===== src/rtl/prom_reader_pkg.sv =====
package prom_reader_pkg;

  // Output-enable line behaviour; encodings are part of the block's contract
  typedef enum logic [1:0] {
    OE_HIGH   = 2'd0,
    OE_LOW    = 2'd1,
    OE_IGNORE = 2'd2
  } oeMode_e;

  // Strobes and levels passed from the control to the datapath
  typedef struct packed {
    logic accept;   // request taken on this edge
    logic sample;   // capture ROM data on this edge
    logic ceOn;     // chip enable asserted
    logic oeOn;     // output enables asserted
  } ctrlStrobe_t;

  // Cycles needed to cover a time, rounded up, never below one
  function automatic int cyclesFor(input int timePs, input int clkPs);
    int c;
    c = (timePs + clkPs - 1) / clkPs;
    return (c < 1) ? 1 : c;
  endfunction

endpackage


===== src/rtl/prom_reader_tmr.sv =====
// Down-counter that reports expiry; reloads on request, saturates at zero
module prom_reader_tmr #(
  parameter int W    = 6,
  parameter int LOAD = 1,
  parameter int INIT = 0
) (
  input  logic clk,
  input  logic rstN,
  input  logic load,
  output logic expired
);
  localparam logic [W-1:0] LOAD_V = W'(LOAD);
  localparam logic [W-1:0] INIT_V = W'(INIT);

  logic [W-1:0] cnt;

  always_ff @(posedge clk or negedge rstN) begin
    if (!rstN)              cnt <= INIT_V;
    else if (load)          cnt <= LOAD_V;
    else if (cnt != '0)     cnt <= cnt - 1'b1;
  end

  assign expired = (cnt == '0);
endmodule


===== src/rtl/prom_reader_pin.sv =====
// Encodes an "enable on" request onto a pin according to its mode
module prom_reader_pin
  import prom_reader_pkg::*;
#(
  parameter oeMode_e MODE = OE_LOW
) (
  input  logic on,
  output logic pin
);
  generate
    if (MODE == OE_HIGH) begin : g_high
      assign pin = on;
    end else if (MODE == OE_LOW) begin : g_low
      assign pin = ~on;
    end else begin : g_park
      logic unusedOn;
      assign unusedOn = on;
      assign pin = 1'b0;
    end
  endgenerate
endmodule


===== src/rtl/prom_reader_ctrl.sv =====
module prom_reader_ctrl
  import prom_reader_pkg::*;
#(
  parameter int AA_CYC  = 30,
  parameter int ACE_CYC = 30,
  parameter int OE_CYC  = 14,
  parameter int HZ_CYC  = 14,
  parameter int RC_CYC  = 30,
  parameter bit STANDBY = 1'b1
) (
  input  logic        clk,
  input  logic        rstN,
  input  logic        reqValid,
  output logic        reqReady,
  output ctrlStrobe_t strb
);
  localparam int MAX_AB  = (AA_CYC > ACE_CYC) ? AA_CYC : ACE_CYC;
  localparam int MAX_OH  = (OE_CYC > HZ_CYC) ? OE_CYC : HZ_CYC;
  localparam int MAX_ABO = (MAX_AB > MAX_OH) ? MAX_AB : MAX_OH;
  localparam int MAX_CYC = (MAX_ABO > RC_CYC) ? MAX_ABO : RC_CYC;
  localparam int CNT_W   = $clog2(MAX_CYC + 1);

  typedef enum logic [1:0] {ST_IDLE, ST_ACCESS, ST_RELEASE} state_e;

  state_e state;
  logic   accept, accessDone, releaseDone;
  logic   addrExp, ceExp, oeExp, hzExp, rcExp;
  logic   ceOnQ, oeOnQ;

  assign accept      = (state == ST_IDLE) && reqValid;
  assign accessDone  = (state == ST_ACCESS) && addrExp && ceExp && oeExp;
  assign releaseDone = (state == ST_RELEASE) && hzExp && rcExp;

  // Address-to-data interval, from the accept edge
  prom_reader_tmr #(.W(CNT_W), .LOAD(AA_CYC - 1), .INIT(0)) u_addrTmr (
    .clk(clk), .rstN(rstN), .load(accept), .expired(addrExp));

  // Chip-enable interval: restarted per request in standby, else from reset
  prom_reader_tmr #(.W(CNT_W), .LOAD(ACE_CYC - 1),
                    .INIT(STANDBY ? 0 : ACE_CYC - 1)) u_ceTmr (
    .clk(clk), .rstN(rstN), .load(accept && STANDBY), .expired(ceExp));

  // Output-enable interval, from the accept edge
  prom_reader_tmr #(.W(CNT_W), .LOAD(OE_CYC - 1), .INIT(0)) u_oeTmr (
    .clk(clk), .rstN(rstN), .load(accept), .expired(oeExp));

  // Bus float interval, from the capture edge
  prom_reader_tmr #(.W(CNT_W), .LOAD(HZ_CYC - 1), .INIT(0)) u_hzTmr (
    .clk(clk), .rstN(rstN), .load(accessDone), .expired(hzExp));

  // Minimum read cycle, from the accept edge
  prom_reader_tmr #(.W(CNT_W), .LOAD(RC_CYC - 1), .INIT(0)) u_rcTmr (
    .clk(clk), .rstN(rstN), .load(accept), .expired(rcExp));

  always_ff @(posedge clk or negedge rstN) begin
    if (!rstN) begin
      state <= ST_IDLE;
      ceOnQ <= !STANDBY;
      oeOnQ <= 1'b0;
    end else begin
      unique case (state)
        ST_IDLE:    if (accept)      state <= ST_ACCESS;
        ST_ACCESS:  if (accessDone)  state <= ST_RELEASE;
        ST_RELEASE: if (releaseDone) state <= ST_IDLE;
        default:                     state <= ST_IDLE;
      endcase
      if (accept)          oeOnQ <= 1'b1;
      else if (accessDone) oeOnQ <= 1'b0;
      if (STANDBY) begin
        if (accept)          ceOnQ <= 1'b1;
        else if (accessDone) ceOnQ <= 1'b0;
      end
    end
  end

  assign reqReady    = (state == ST_IDLE);
  assign strb.accept = accept;
  assign strb.sample = accessDone;
  assign strb.ceOn   = ceOnQ;
  assign strb.oeOn   = oeOnQ;
endmodule


===== src/rtl/prom_reader_dp.sv =====
module prom_reader_dp
  import prom_reader_pkg::*;
#(
  parameter int      ADDR_W   = 18,
  parameter int      DATA_W   = 8,
  parameter oeMode_e OE0_MODE = OE_LOW,
  parameter oeMode_e OE1_MODE = OE_IGNORE
) (
  input  logic              clk,
  input  logic              rstN,
  input  ctrlStrobe_t       strb,
  input  logic [ADDR_W-1:0] reqAddr,
  input  logic [DATA_W-1:0] romData,
  output logic [ADDR_W-1:0] romAddr,
  output logic              romCeN,
  output logic              romOe0,
  output logic              romOe1,
  output logic              rspValid,
  output logic [DATA_W-1:0] rspData
);
  always_ff @(posedge clk or negedge rstN) begin
    if (!rstN) begin
      romAddr  <= '0;
      rspData  <= '0;
      rspValid <= 1'b0;
    end else begin
      if (strb.accept) romAddr <= reqAddr;
      if (strb.sample) rspData <= romData;
      rspValid <= strb.sample;
    end
  end

  assign romCeN = ~strb.ceOn;

  prom_reader_pin #(.MODE(OE0_MODE)) u_pin0 (.on(strb.oeOn), .pin(romOe0));
  prom_reader_pin #(.MODE(OE1_MODE)) u_pin1 (.on(strb.oeOn), .pin(romOe1));
endmodule


===== src/rtl/prom_reader.sv =====
module prom_reader
  import prom_reader_pkg::*;
#(
  parameter int      ADDR_W    = 18,
  parameter int      DATA_W    = 8,
  parameter int      CLK_PS    = 5000,
  parameter int      T_AA_PS   = 150000,
  parameter int      T_ACE_PS  = 150000,
  parameter int      T_OE_PS   = 70000,
  parameter int      T_HZ_PS   = 70000,
  parameter int      T_RC_PS   = 150000,
  parameter oeMode_e OE0_MODE  = OE_LOW,
  parameter oeMode_e OE1_MODE  = OE_IGNORE,
  parameter bit      STANDBY   = 1'b1
) (
  input  logic              clk,
  input  logic              rstN,
  input  logic              reqValid,
  output logic              reqReady,
  input  logic [ADDR_W-1:0] reqAddr,
  output logic              rspValid,
  output logic [DATA_W-1:0] rspData,
  output logic [ADDR_W-1:0] romAddr,
  output logic              romCeN,
  output logic              romOe0,
  output logic              romOe1,
  input  logic [DATA_W-1:0] romData
);
  localparam int AA_CYC  = cyclesFor(T_AA_PS, CLK_PS);
  localparam int ACE_CYC = cyclesFor(T_ACE_PS, CLK_PS);
  localparam int OE_CYC  = cyclesFor(T_OE_PS, CLK_PS);
  localparam int HZ_CYC  = cyclesFor(T_HZ_PS, CLK_PS);
  localparam int RC_CYC  = cyclesFor(T_RC_PS, CLK_PS);

  ctrlStrobe_t strb;

  prom_reader_ctrl #(
    .AA_CYC(AA_CYC), .ACE_CYC(ACE_CYC), .OE_CYC(OE_CYC),
    .HZ_CYC(HZ_CYC), .RC_CYC(RC_CYC), .STANDBY(STANDBY)
  ) u_ctrl (
    .clk(clk), .rstN(rstN), .reqValid(reqValid),
    .reqReady(reqReady), .strb(strb)
  );

  prom_reader_dp #(
    .ADDR_W(ADDR_W), .DATA_W(DATA_W),
    .OE0_MODE(OE0_MODE), .OE1_MODE(OE1_MODE)
  ) u_dp (
    .clk(clk), .rstN(rstN), .strb(strb), .reqAddr(reqAddr),
    .romData(romData), .romAddr(romAddr), .romCeN(romCeN),
    .romOe0(romOe0), .romOe1(romOe1), .rspValid(rspValid),
    .rspData(rspData)
  );
endmodule


===== config.mk =====
export PLATFORM = sky130hd
export DESIGN_NAME = prom_reader
export DESIGN_NICKNAME = d
export VERILOG_FILES = /design/src/rtl/prom_reader_pkg.sv /design/src/rtl/prom_reader_tmr.sv /design/src/rtl/prom_reader_pin.sv /design/src/rtl/prom_reader_ctrl.sv /design/src/rtl/prom_reader_dp.sv /design/src/rtl/prom_reader.sv
export SDC_FILE = /design/constraint.sdc
export NUM_CORES = 1
export LEC_CHECK = 0
export BUFFER_PORTS_ARGS = -buffer_cell sky130_fd_sc_hd__buf_2
export CORE_MARGIN = 10
export CORE_UTILIZATION = 50
export DETAILED_ROUTE_END_ITERATION = 8
export GPL_ROUTABILITY_DRIVEN = 0
export HOLD_SLACK_MARGIN = 0.03
export PLACE_DENSITY = 0.77
export SLEW_MARGIN = 20
export SYNTH_ARGS = -nofsm -noshare
export SYNTH_HDL_FRONTEND = slang
export SYNTH_SLANG_ARGS = --single-unit
export TNS_END_PERCENT = 10

===== constraint.sdc =====
create_clock -name clk -period 2.7 [get_ports clk]
set_input_delay 0.27 -clock clk [delete_from_list [all_inputs] [get_ports clk]]
set_output_delay 0.27 -clock clk [all_outputs]
set_load 0.05 [all_outputs]

# Word-level counts from Yosys, hierarchy flattened
# Index checks and enable logic that the tools add are counted.
# totals
reg_bits,55
latchBits,0
ramBits,0
rom_bits,0
in_bits,29
out_inout_bits,31
elab_cells,61
mem_count,0
# op_classes
addsub,5
mul,0
n_div,0
order_cmp,0
n_eq_ne,5
shift,0
n_mux,16
bitwise_logic,1
reduce_logical,24
# ops
operator,count
$mux W5,10
$logic_not A5 Y1,5
$reduce_bool A5 Y1,5
$sub A5 B1 Y5 const B,5
$reduce_bool A2 Y1,6
$logic_and A1 B1 Y1,6
$mux W2,3
$ne A2 B1 Y1 const B,3
$pmux W2 S3,1
$reduce_and A3 Y1,1
$eq A2 B1 Y1 const B,1
$eq A2 B2 Y1 const B,1
$logic_not A2 Y1,1
$mux W1,2
$not A1 Y1,1

# Longest topological paths before layout
# Gate-level depths: netlist (run 1).
# depth
depth_word,6
mapped_depth,8
mapped_depth_nobuf,5

# By module
# From an unflattened synthesis (run 1), not the netlist that was laid out.
# unflattened
hier_cells,188
hier_area_um2,2543.7
# modules_own_cells
mod,n_inst,cells_per_inst,area_per_inst_um2,seq_area_each_um2
prom_reader_dp,1,57,1046.0,675.6
prom_reader_tmr at u_ctrl.u_addrTmr ...,3,22,260.2,125.1
prom_reader_tmr at u_ctrl.u_hzTmr ...,2,22,252.7,125.1
prom_reader_ctrl,1,18,196.4,75.1
prom_reader_pin at u_dp.u_pin1,1,2,11.3,0.0
prom_reader_pin at u_dp.u_pin0,1,1,3.8,0.0

# Worst setup path after synthesis (run 1)
# No wires, ideal clock.
# synth_path
path_type,flip-flop to flip-flop
from,register u_ctrl.u_oeTmr.cnt[0]
to,register u_dp.rspData[6]
setup_ps,125
arrival_ps,2277
required_ps,2575
slack_ps,298
stages_incl_launch_ff,9
n_path_buf,3
synth_period_minus_slack_ps,2402
path_cell_list,dfrtp_1 -> inv_1 -> ha_1 -> or4b_1 -> clkbuf_2 -> or4_4 -> buf_6 -> buf_8 -> mux2_4
# synth_via
elab_chain_len,2
# synth_lines
element,line_no,rtl
start: declaration,prom_reader_tmr.sv:15,logic [W-1:0] cnt;
start signal: assignment,prom_reader_tmr.sv:20,else if (cnt != '0) cnt <= cnt - 1'b1;
$logic_not A5 Y1,prom_reader_tmr.sv:23,assign expired = (cnt == '0);
$logic_and A1 B1 Y1,prom_reader_ctrl.sv:31,assign accessDone = (state == ST_ACCESS) && addrExp && ceExp && oeExp;
end signal: assignment,prom_reader_dp.sv:28,if (strb.sample) rspData <= romData;
end: declaration,prom_reader_dp.sv:19,output logic [DATA_W-1:0] rspData
# Every way passes these cells.
# A chain may end at the register's enable or synchronous reset.

# Final worst setup path (run 1)
# layout_path
from,register u_ctrl.u_addrTmr.cnt[0]
to,register u_dp.rspData[7]
# layout_via
elab_chain_len,4
# layout_lines
element,line_no
start: declaration,prom_reader_tmr.sv:15
start signal: assignment,prom_reader_tmr.sv:20
$logic_not A5 Y1,prom_reader_tmr.sv:23
$logic_and A1 B1 Y1 (3 in a row),prom_reader_ctrl.sv:31
# Every way passes these cells.

==> run metrics, run 1 <==
commonest cells in the netlist=55 x dfrtp_1, 24 x mux2_2, 16 x inv_1, 15 x nand2_1, 10 x nor2_1; Slowest-stage cell, CP=or4_4; DRT iter0 DRCs=132; Post-Route WL=4490 microns; Crit path arrival time=2.60 ns; final setup violation count=0; skew final=0.00796 ns; power per cell area=1250 nW/um^2; GR Util All Layers=0.119; Reg2Reg Launch Point=u_ctrl.u_addrTmr.cnt[0]$_DFFE_PN0P_; fraction of registers with async set/reset=1.00; Clk pin slew, worst setup/hold paths=0.09 ns; Fin. Hold Viols=0; die height=88.9 microns; Area growth syn-to-layout=17.3%; CTS resizes=0; fin util=0.597; count leader, synth=dfrtp_1; Sw Ratio=0.427; CP Class=flip-flop to flip-flop; Post-synth EDFFs=0; minimum clock period=2.41 ns; post-place instance area=2680 sq um; die width=88.9 microns; area leader, netlist=dfrtp_1; DR vias=1594; CTS sink count=55; Unique masters post-synth=38; Setup TNS=0 ns; Critical Path Max Stage Delay=0.70 ns; area of the die=7900 sq um; Seq/Total Area, Yosys=0.580; worst slew pin tran=0.680 ns; prevailing post-synth register cell=dfrtp_1; global route hottest layer=met2; Mapped Cells=195; Max-slew headroom=0.547; number of global-route vias before repair=1614; grt met1 use=0.149; CTS max path bufs=2; switching power=0.00148 W; final instance area=2780 sq um; syn_nets=229; RSZ-0062 raised after global routing=false; Nets=284; layout cells sized above 1=0.400; # IOs=60; Clock power frac=0.150; cts bufs inserted=5; crit-path cells=inv_1 > ha_1 > or4b_1 > or4_4 > mux2_4; remaining antenna violation count after routing=0; DRC Markers=0; Synth top area share=0.580; CP Launch Point=u_ctrl.u_addrTmr.cnt[0]$_DFFE_PN0P_; Post CTS Setup Buffer Count=0; fillers=374; 1st-pass router iterations=4; synthesized area per cell=12.2 sq um; top post-synthesis cells by area=dfrtp_1 58%, mux2_2 11%, ha_1 2.6%; PortBufs=58; final period utilization=0.894; M3 GR Usage=0.0543; status=complete, no violations; Syn. warnings=0; Top Family by Delay on Critical Path=simple AND/OR/NAND/NOR gates; aggregate global routing overflow=0; critical path peak fanout=16; Avg Vias per Cell=5.24; WL per Instance=14.8 microns; Core Area=4660 sq um; starting density of the core=0.509; Leakage Power=1.43 nW; largest net degree at the start of global routing=56; mapped cell area=2370 sq um; Worst VDD drop=0.753 mV; clock latency on the worst-skew pair=0.30 ns; Seq pwr share=0.399; post-DP HPWL=3180 microns; buffers plus inverters on the worst setup path=1; grt met2 use=0.181; combinational share of power=0.451; synthesis-stage register bit count=55; startpoint types=flip-flop; internal power=0.00199 W; initial antenna violation count=0; Worst setup EP type=flip-flop; Slew Viols, Final=0; Root Buffer=clkbuf_8; Fmax achieved=0.414 GHz; Rows=25; Max Cap Viol=0; hold buffers post-CTS=0; Antenna Cells=0; CTS tree=built; Total Power=0.00347 W; HP Class=input port to asynchronous set/reset pin; global-route wire length before repair=7520 microns; Data required, critical path=2.89 ns; htree depth=2
[registers in the layout (all words and copies together) (netlist names)]
signal                cells
u_ctrl.ceOnQ              1
u_ctrl.state              2
u_ctrl.u_addrTmr.cnt      5
u_ctrl.u_ceTmr.cnt        5
u_ctrl.u_hzTmr.cnt        5
u_ctrl.u_oeTmr.cnt        5
u_ctrl.u_rcTmr.cnt        5
u_dp.romAddr             18
u_dp.rspData              8
u_dp.rspValid             1
[through the flow]
| stage | std cells | hold slack, ns | setup WS, ns |
|---|---|---|---|
| 2_1_floorplan | 195 | -0.0256 | 0.298 |
| 3_5_place_dp | 297 | 0.446 | 0.308 |
| 5_1_grt | 304 | 0.145 | 0.205 |
| 3_3_place_gp | 297 | 0.440 | 0.392 |
| 4_1_cts | 304 | 0.114 | 0.279 |
| 6_report | 304 | 0.0816 | 0.287 |
[power by group through the flow]
| stage | logic [W] | clock network (W) | registers (W) |
|---|---|---|---|
| after floorplan | 0.000772 | 0 | 0.00185 |
| after global placement | 0.00154 | 0 | 0.00138 |
| after detailed placement | 0.00158 | 0 | 0.00139 |
| after CTS | 0.00159 | 0.000536 | 0.00138 |
| after global routing | 0.00170 | 0.000569 | 0.00143 |
| final | 0.00156 | 0.000521 | 0.00138 |
[area by class of cell]
type	count	area, sq um	area share
multi-input cells	111	863	0.310
well taps	54	67.6	0.0243
clock buffers	6	72.6	0.0261
flip-flops and latches	55	1380	0.495
repair buffers	61	313	0.112
clock inverters	1	30.0	0.0108
inverters	16	60.1	0.0216
[kinds of logic after synthesis]
kind of cell	after synthesis	share of synthesized area
buffers and inverters	29	0.0580
other	1	0.00158
flip-flops	55	0.580
AND/OR/NAND/NOR	53	0.123
multiplexers	26	0.127
XOR/XNOR	5	0.0185
AO/OA/AOI/OAI	21	0.0659
adder cells (fa/ha/maj)	5	0.0264
[final timing paths]
| check | to | slack [ns] | depth (start not counted) |
|---|---|---|---|
| hold / removal | u_dp.rspData[0]$_DFFE_PN0P_ | 0.08 | 2 |
| min in group clk | u_dp.rspData[0]$_DFFE_PN0P_ | 0.19 | 2 |
| setup reg to reg | u_dp.rspData[7]$_DFFE_PN0P_ | 0.29 | 5 |
| setup / recovery | u_dp.rspData[7]$_DFFE_PN0P_ | 0.29 | 5 |
| hold reg to reg | u_ctrl.ceOnQ$_DFFE_PN0P_ | 0.49 | 1 |
| max in group asynchronous | u_ctrl.u_addrTmr.cnt[1]$_DFFE_PN0P_ | 2.16 | 2 |
[cell usage in the layout, fill, tap and decap left out, types with 2 or more instances in the layout]
cell	instances
or4b_2	3
a21o_1	3
mux2_4	2
nand3_1	6
clkbuf_8	5
o31ai_1	2
a31oi_1	2
nand3b_1	3
a211oi_1	6
dfrtp_1	55
and3_1	2
ha_1	5
xnor2_1	5
o211ai_1	2
or4b_1	2
buf_2	58
or3b_2	2
nand2b_1	3
nand2_1	15
nor2_1	10
buf_4	3
mux2_2	24
inv_1	16
nor3_1	3
[layer usage]
layer,part of all wire,vias to the layer above
li1,-,777
met1,0.47,768
met2,0.45,47
met3,0.081,2
met4,0.0036,0
met5,0,-
(Power assumes the default switching activity.)
==> run 2, diff against run 1 <==
Settings changed: ABC_AREA set to 1.
==> run 2 against run 1 <==
Non-clock buffer count did not move. Hold slack improved by 0.070 ns. Sequential share of layout area is 1.7 points lower. Area after synthesis grew 2.2%. Register-to-register slack gained 0.85 ns. Global-route usage rose by 1.2 points. Total power is 38% lower. Core utilization rose by 1.3 points. Combinational power fell by 60%. Worst setup slack improved by 0.85 ns.
==> run metrics, run 2 <==
hold path start=reqAddr[1]; HP Class=input port to flip-flop; area leader, netlist=dfrtp_1; Crit path arrival time=1.75 ns (-0.85 ns); Rows=25 (unchanged); starting density of the core=0.513 (+0.00438); CP Class=flip-flop to flip-flop; GR Util All Layers=0.131 (+0.0119); synthesized area per cell=8.88 sq um (-27%); final period utilization=0.580 (-0.313); Critical Path Max Stage Delay=0.37 ns (-0.33 ns); Post CTS Setup Buffer Count=0 (unchanged); switching power=0.000751 W (-49%); number of global-route vias before repair=1850 (+15%); Area growth syn-to-layout=18.8%; Data required, critical path=2.88 ns (about the same); CP Launch Point=u_ctrl.u_addrTmr.cnt[0]$_DFFE_PN0P_; Fmax achieved=0.638 GHz (+54%); # IOs=60 (unchanged); 1st-pass router iterations=6 (+2); Core Area=4720 sq um (+1.3%); post-DP HPWL=3600 microns (+13%); commonest cells in the netlist=103 x nand2_1, 55 x dfrtp_1, 30 x inv_1, 17 x nand3_1, 10 x o21ai_0; combinational share of power=0.287 (-0.164); power per cell area=746 nW/um^2 (-40%); cells on worst reg2reg path=7 (+2); synthesis-stage register bit count=55 (unchanged); internal power=0.00140 W (-30%); startpoint types=flip-flop; Slew Viols, Final=0 (unchanged); DRC Markers=0 (unchanged); Root Buffer=clkbuf_8; CP dominant cell by count=nand2_1; max reg flops=18 (unchanged); buffers plus inverters on the worst setup path=1 (unchanged); Min-Delay Endpoint=u_dp.romAddr[1]$_DFFE_PN0P_; CTS tree=built; Slowest-stage cell, CP=dfrtp_1; post-place instance area=2770 sq um (+3.2%); Top Family by Delay on Critical Path=simple AND/OR/NAND/NOR gates; Mapped Cells=273 (+40%); Clock power frac=0.225 (+0.075); R2R setup slack=1.13 ns (+0.85 ns); reg-to-reg endpoint=u_ctrl.ceOnQ$_DFFE_PN0P_; crit-path cells=inv_1 > ha_1 > nand3_2 > nor2_4 > nand2_4 > nand2_1 > nand2_1; fraction of registers with async set/reset=1.00 (unchanged); status=complete, no violations; RSZ-0062 raised after global routing=false; final setup violation count=0 (unchanged); DR vias=1836 (+15%); layout cells sized above 1=0.240 (-0.160); Nets=367 (+29%); fin util=0.610 (+0.0128); Seq pwr share=0.487 (+0.088); Worst setup EP type=flip-flop; initial antenna violation count=0 (unchanged); Hold Path Depth=3; minimum clock period=1.57 ns (-0.846 ns); PortBufs=58 (unchanged); htree depth=2 (unchanged); area of the die=8040 sq um (+1.7%); final instance area=2880 sq um (+3.5%); Worst VDD drop=0.493 mV (-35%); Synth top area share=0.568 (-0.0126); critical path peak fanout=15 (-1); prevailing post-synth register cell=dfrtp_1; count leader, synth=nand2_1; number of cells on the critical path=7 (+2); Sw Ratio=0.350 (-0.0773); Avg Vias per Cell=4.58 (-13%); Max Cap Viol=0 (unchanged); highest-count cells in the layout ignoring fill and taps=103 x nand2_1, 58 x buf_2, 55 x dfrtp_1; mapped cell area=2420 sq um (+2.2%); CTS max path bufs=2 (unchanged); Post-Route WL=4850 microns (+8.0%); largest net degree at the start of global routing=39 (-30%); largest reg by FF count=u_dp.romAddr; Seq/Total Area, Yosys=0.568 (-0.0126); skew final=0.00695 ns (-0.00101 ns); Reg2Reg Launch Point=u_ctrl.u_addrTmr.cnt[0]$_DFFE_PN0P_; die height=89.6 microns (+0.86%); syn_nets=307 (+34%); DRT iter0 DRCs=99 (-25%); WL per Instance=12.1 microns (-18%); Post-synth EDFFs=0 (unchanged); Unique masters post-synth=28 (-26%); Fin. Hold Viols=0 (unchanged); Syn. warnings=0 (unchanged); worst hold margin=0.151 ns (+0.0699 ns); Setup TNS=0 ns (unchanged); Antenna Cells=0 (unchanged); top post-synthesis cells by area=dfrtp_1 57%, nand2_1 16%, inv_1 4.6%; Clk pin slew, worst setup/hold paths=0.09 ns (about the same); cts bufs inserted=5 (unchanged); clock latency on the worst-skew pair=0.30 ns (about the same); Leakage Power=1.65 nW (+15%); global-route wire length before repair=8350 microns (+11%); CTS sink count=55 (unchanged); aggregate global routing overflow=0 (unchanged); commonest non-fill, non-tap cell in the layout=nand2_1; remaining antenna violation count after routing=0 (unchanged); biggest regs=u_dp.romAddr (18), u_dp.rspData (8); die width=89.6 microns (+0.86%)
run 2: cell count changes after synthesis, moves of 5 or more:
| cell | previous run | this run |
|---|---|---|
| a211oi_1 | 6 | 1 |
| a21oi_1 | 1 | 9 |
| inv_1 | 16 | 30 |
| mux2_2 | 24 | 0 |
| nand2_1 | 15 | 103 |
| nand3_1 | 6 | 17 |
| o21ai_0 | 1 | 10 |
run 2: final cells by class:
| type | count | area, sq um |
|---|---|---|
| Fill cell | 421 | 1840 |
| Sequential cell | 55 | 1380 |
| Multi-Input combinational cell | 179 | 885 |
| Timing Repair Buffer | 61 | 315 |
| Inverter | 31 | 116 |
| Clock buffer | 7 | 96.3 |
| Tap cell | 67 | 83.8 |
| Clock inverter | 1 | 7.51 |
run 2: cells by family after synthesis:
logic type / count (synthesis) / share of synthesized area
simple gates: 146 / 0.271
flops: 55 / 0.568
buf+inv: 39 / 0.0676
compound gates: 23 / 0.0516
fa+ha+maj: 5 / 0.0258
xor+xnor: 4 / 0.0144
other cells: 1 / 0.00155
run 2: timing repair:
action	in CTS	in global routing
hold buffers	1	0
hold endpoints to repair	17	0
resized for setup	0	0
run 2: tightest hold or removal path: cells and delay by family:
kind	cells	cell delay [ns]
AND/OR/NAND/NOR	2	0.08
buffers and inverters	1	0.07
run 2: through the flow:
step	power, W	worst slack (ns)	std cells
global placement	0.00167	1.16	392
finish	0.00215	1.13	401
detailed placement	0.00168	1.15	392
global route	0.00229	0.910	401
CTS	0.00218	1.13	401
floorplan	0.00153	0.804	273
run 2: worst max path at each step:
stage,to,slack (ns)
final,u_ctrl.ceOnQ$_DFFE_PN0P_,1.13
after global routing,u_dp.romAddr[3]$_DFFE_PN0P_,0.91
after CTS,u_ctrl.ceOnQ$_DFFE_PN0P_,1.13
after detailed placement,u_ctrl.ceOnQ$_DFFE_PN0P_,1.15
after global placement,u_ctrl.ceOnQ$_DFFE_PN0P_,1.16
after floorplan,u_ctrl.u_oeTmr.cnt[4]$_DFFE_PN0P_,0.80
run 2: routing by layer:
layer | share of wire | GRT usage
met5 | 0 | 0
met3 | 0.059 | 0.0388
met4 | 0.012 | 0.0448
met2 | 0.48 | 0.209
met1 | 0.45 | 0.165
run 2: power groups by stage:
stage | Sequential (W) | Combinational (W) | Clock, W
2_1_floorplan | 0.00120 | 0.000334 | 0
3_3_place_gp | 0.00106 | 0.000604 | 0
3_5_place_dp | 0.00106 | 0.000625 | 0
4_1_cts | 0.00105 | 0.000628 | 0.000501
5_1_grt | 0.00107 | 0.000693 | 0.000536
6_report | 0.00105 | 0.000617 | 0.000484
==> run 3, diff against run 2 <==
Settings changed: ABC_AREA 1 to 0.
Clock period 2.7 ns to 1.5 ns, I/O delays scaled along.
==> run 3 against run 2 <==
The run now ends with setup timing left. Sequential power is 130% higher. Die area is 1.7% lower. Clock skew is 0.0011 ns higher. Highest routed layer unchanged. Sequential share of layout area is 5.5 points lower. Critical endpoint is now u_dp.rspData[7]$_DFFE_PN0P_.
==> run metrics, run 3 (same netlist as run 1, synthesis figures left out) <==
final period utilization=1.41 (+0.832); final setup violation count=29 (+29); worst setup margin=-0.618 ns (-1.75 ns); Avg Vias per Cell=5.22 (+14%); area of the die=7900 sq um (-1.7%); Post-Route WL=5360 microns (+10%); Data required, critical path=1.70 ns (-1.18 ns); RSZ-0062 raised after global routing=true; pre-CTS WS=-0.658 ns (-1.81 ns); Slew Viols, Final=0 (unchanged); Root Buffer=clkbuf_8; Antenna Cells=0 (unchanged); CP Class=flip-flop to flip-flop; Leakage Power=1.68 nW (+1.8%); global route hottest layer=met2; HP Class=input port to flip-flop; biggest regs=u_dp.romAddr (18), u_dp.rspData (8); htree depth=2 (unchanged); status=finished, violations left; Crit path arrival time=2.32 ns (+0.57 ns); grt met1 use=0.160 (-0.00487); aggregate global routing overflow=0 (unchanged); switching power=0.00303 W (+300%); Area growth syn-to-layout=37.1%; Max Cap Viol=0 (unchanged); minimum clock period=2.12 ns (+0.551 ns); # IOs=60 (unchanged); clock latency on the worst-skew pair=0.31 ns (about the same); DP Cell Count=329 (-16%); Clock power frac=0.138 (-0.087); Setup TNS=-10.07 ns (-10.07 ns); CTS tree=built; die width=88.9 microns (-0.85%); Worst VDD drop=1.74 mV (+250%); number of global-route vias before repair=2052 (+11%); fin util=0.698 (+0.0879); max reg flops=18 (unchanged); initial antenna violation count=0 (unchanged); Worst setup EP type=flip-flop; CTS max path bufs=2 (unchanged); Seq pwr share=0.324 (-0.163); final instance area=3250 sq um (+13%); M3 GR Usage=0.0755 (+0.0367); 1st-pass router iterations=4 (-2); DR vias=1780 (-3.1%); DRC Markers=0 (unchanged); Rows=25 (unchanged); Fmax achieved=0.472 GHz (-26%); layout cells sized above 1=0.564 (+0.325); Nets=320 (-13%); die height=88.9 microns (-0.85%); PortBufs=58 (unchanged); cts bufs inserted=5 (unchanged); commonest non-fill, non-tap cell in the layout=buf_2; starting density of the core=0.509 (-0.00438); largest net degree at the start of global routing=56 (+44%); Clk pin slew, worst setup/hold paths=0.10 ns (about the same); post-DP HPWL=3780 microns (+5.0%); GR Util All Layers=0.148 (+0.0171); WL per Instance=15.7 microns (+30%); remaining antenna violation count after routing=0 (unchanged); DRT iter0 DRCs=31 (-69%); combinational share of power=0.538 (+0.251); highest-count cells in the layout ignoring fill and taps=57 x buf_2, 55 x dfrtp_1, 33 x buf_4; post-place instance area=2950 sq um (+6.6%); fillers=349 (-17%); Sw Ratio=0.412 (+0.0624); global-route wire length before repair=9110 microns (+9.1%); CTS sink count=55 (unchanged); skew final=0.00804 ns (+0.00108 ns); power per cell area=2260 nW/um^2 (+200%); Core Area=4660 sq um (-1.3%); grt met2 use=0.239 (+0.0303); failing checks=setup timing; largest reg by FF count=u_dp.romAddr; Final Non-Filler Cells=341 (-15%); critical path peak fanout=7 (-8); Fin. Hold Viols=0 (unchanged); startpoint types=flip-flop; internal power=0.00433 W (+210%)
==> run 3: power groups by stage <==
stage          Clock (W)  Combinational (W)  Sequential [W]
2_1_floorplan          0            0.00141         0.00334
3_3_place_gp           0            0.00344         0.00236
3_5_place_dp           0            0.00355         0.00239
4_1_cts          0.00104            0.00382         0.00239
5_1_grt          0.00111            0.00430         0.00246
6_report         0.00101            0.00396         0.00239
==> run 3: repair_timing <==
item | CTS | global route
cloned | 1 | 0
gates resized for setup | 23 | 12
pin swaps | 5 | 4
endpoints found under the hold margin | 55 | 0
buffers inserted | 0 | 2
setup endpoints to repair | 34 | 52
hold buffers | 1 | 0
==> run 3: per-stage QoR <==
| stage | hold WS, ns | total power, W |
|---|---|---|
| floorplan | -0.146 | 0.00474 |
| global placement | 0.172 | 0.00581 |
| detailed placement | 0.173 | 0.00594 |
| CTS | 0.0539 | 0.00724 |
| global route | 0.0498 | 0.00787 |
| finish | 0.0613 | 0.00736 |
==> run 3: worst paths after layout <==
| check | startpoint | slack [ns] | cells after the start | endpoint |
|---|---|---|---|---|
| hold reg to reg | u_ctrl.ceOnQ$_DFFE_PN0P_ | 0.49 | 1 | u_ctrl.ceOnQ$_DFFE_PN0P_ |
| min in group asynchronous | rstN | 0.35 | 3 | u_dp.rspData[6]$_DFFE_PN0P_ |
| max in group asynchronous | rstN | 0.90 | 3 | u_ctrl.u_rcTmr.cnt[1]$_DFFE_PN0P_ |
| setup reg to reg | u_ctrl.u_oeTmr.cnt[1]$_DFFE_PN0P_ | -0.62 | 5 | u_dp.rspData[7]$_DFFE_PN0P_ |
| setup / recovery | u_ctrl.u_oeTmr.cnt[1]$_DFFE_PN0P_ | -0.62 | 5 | u_dp.rspData[7]$_DFFE_PN0P_ |
| hold / removal | romData[6] | 0.06 | 2 | u_dp.rspData[6]$_DFFE_PN0P_ |
==> run 3: per-layer routing <==
layer,routed length (microns),share of wire
met5,0,0
met4,115,0.021
met3,562,0.10
met2,2420,0.45
met1,2260,0.42
==> run 3: critical path, cell delays in order (launching register included) <==
cell and delay [ns]:
dfrtp_1 0.40, inv_2 0.07, ha_4 0.12, or4b_4 0.47, or4_4 0.63, mux2_4 0.32
==> run 3: area by class of cell <==
class	instances	area (sq um)	share of cell area
tap	54	67.6	0.0208
inverter	16	60.1	0.0185
sequential	55	1380	0.423
clock buffer	6	82.6	0.0254
multi-input combinational	112	1010	0.312
clock inverter	2	35.0	0.0108
timing repair buffer	96	617	0.190
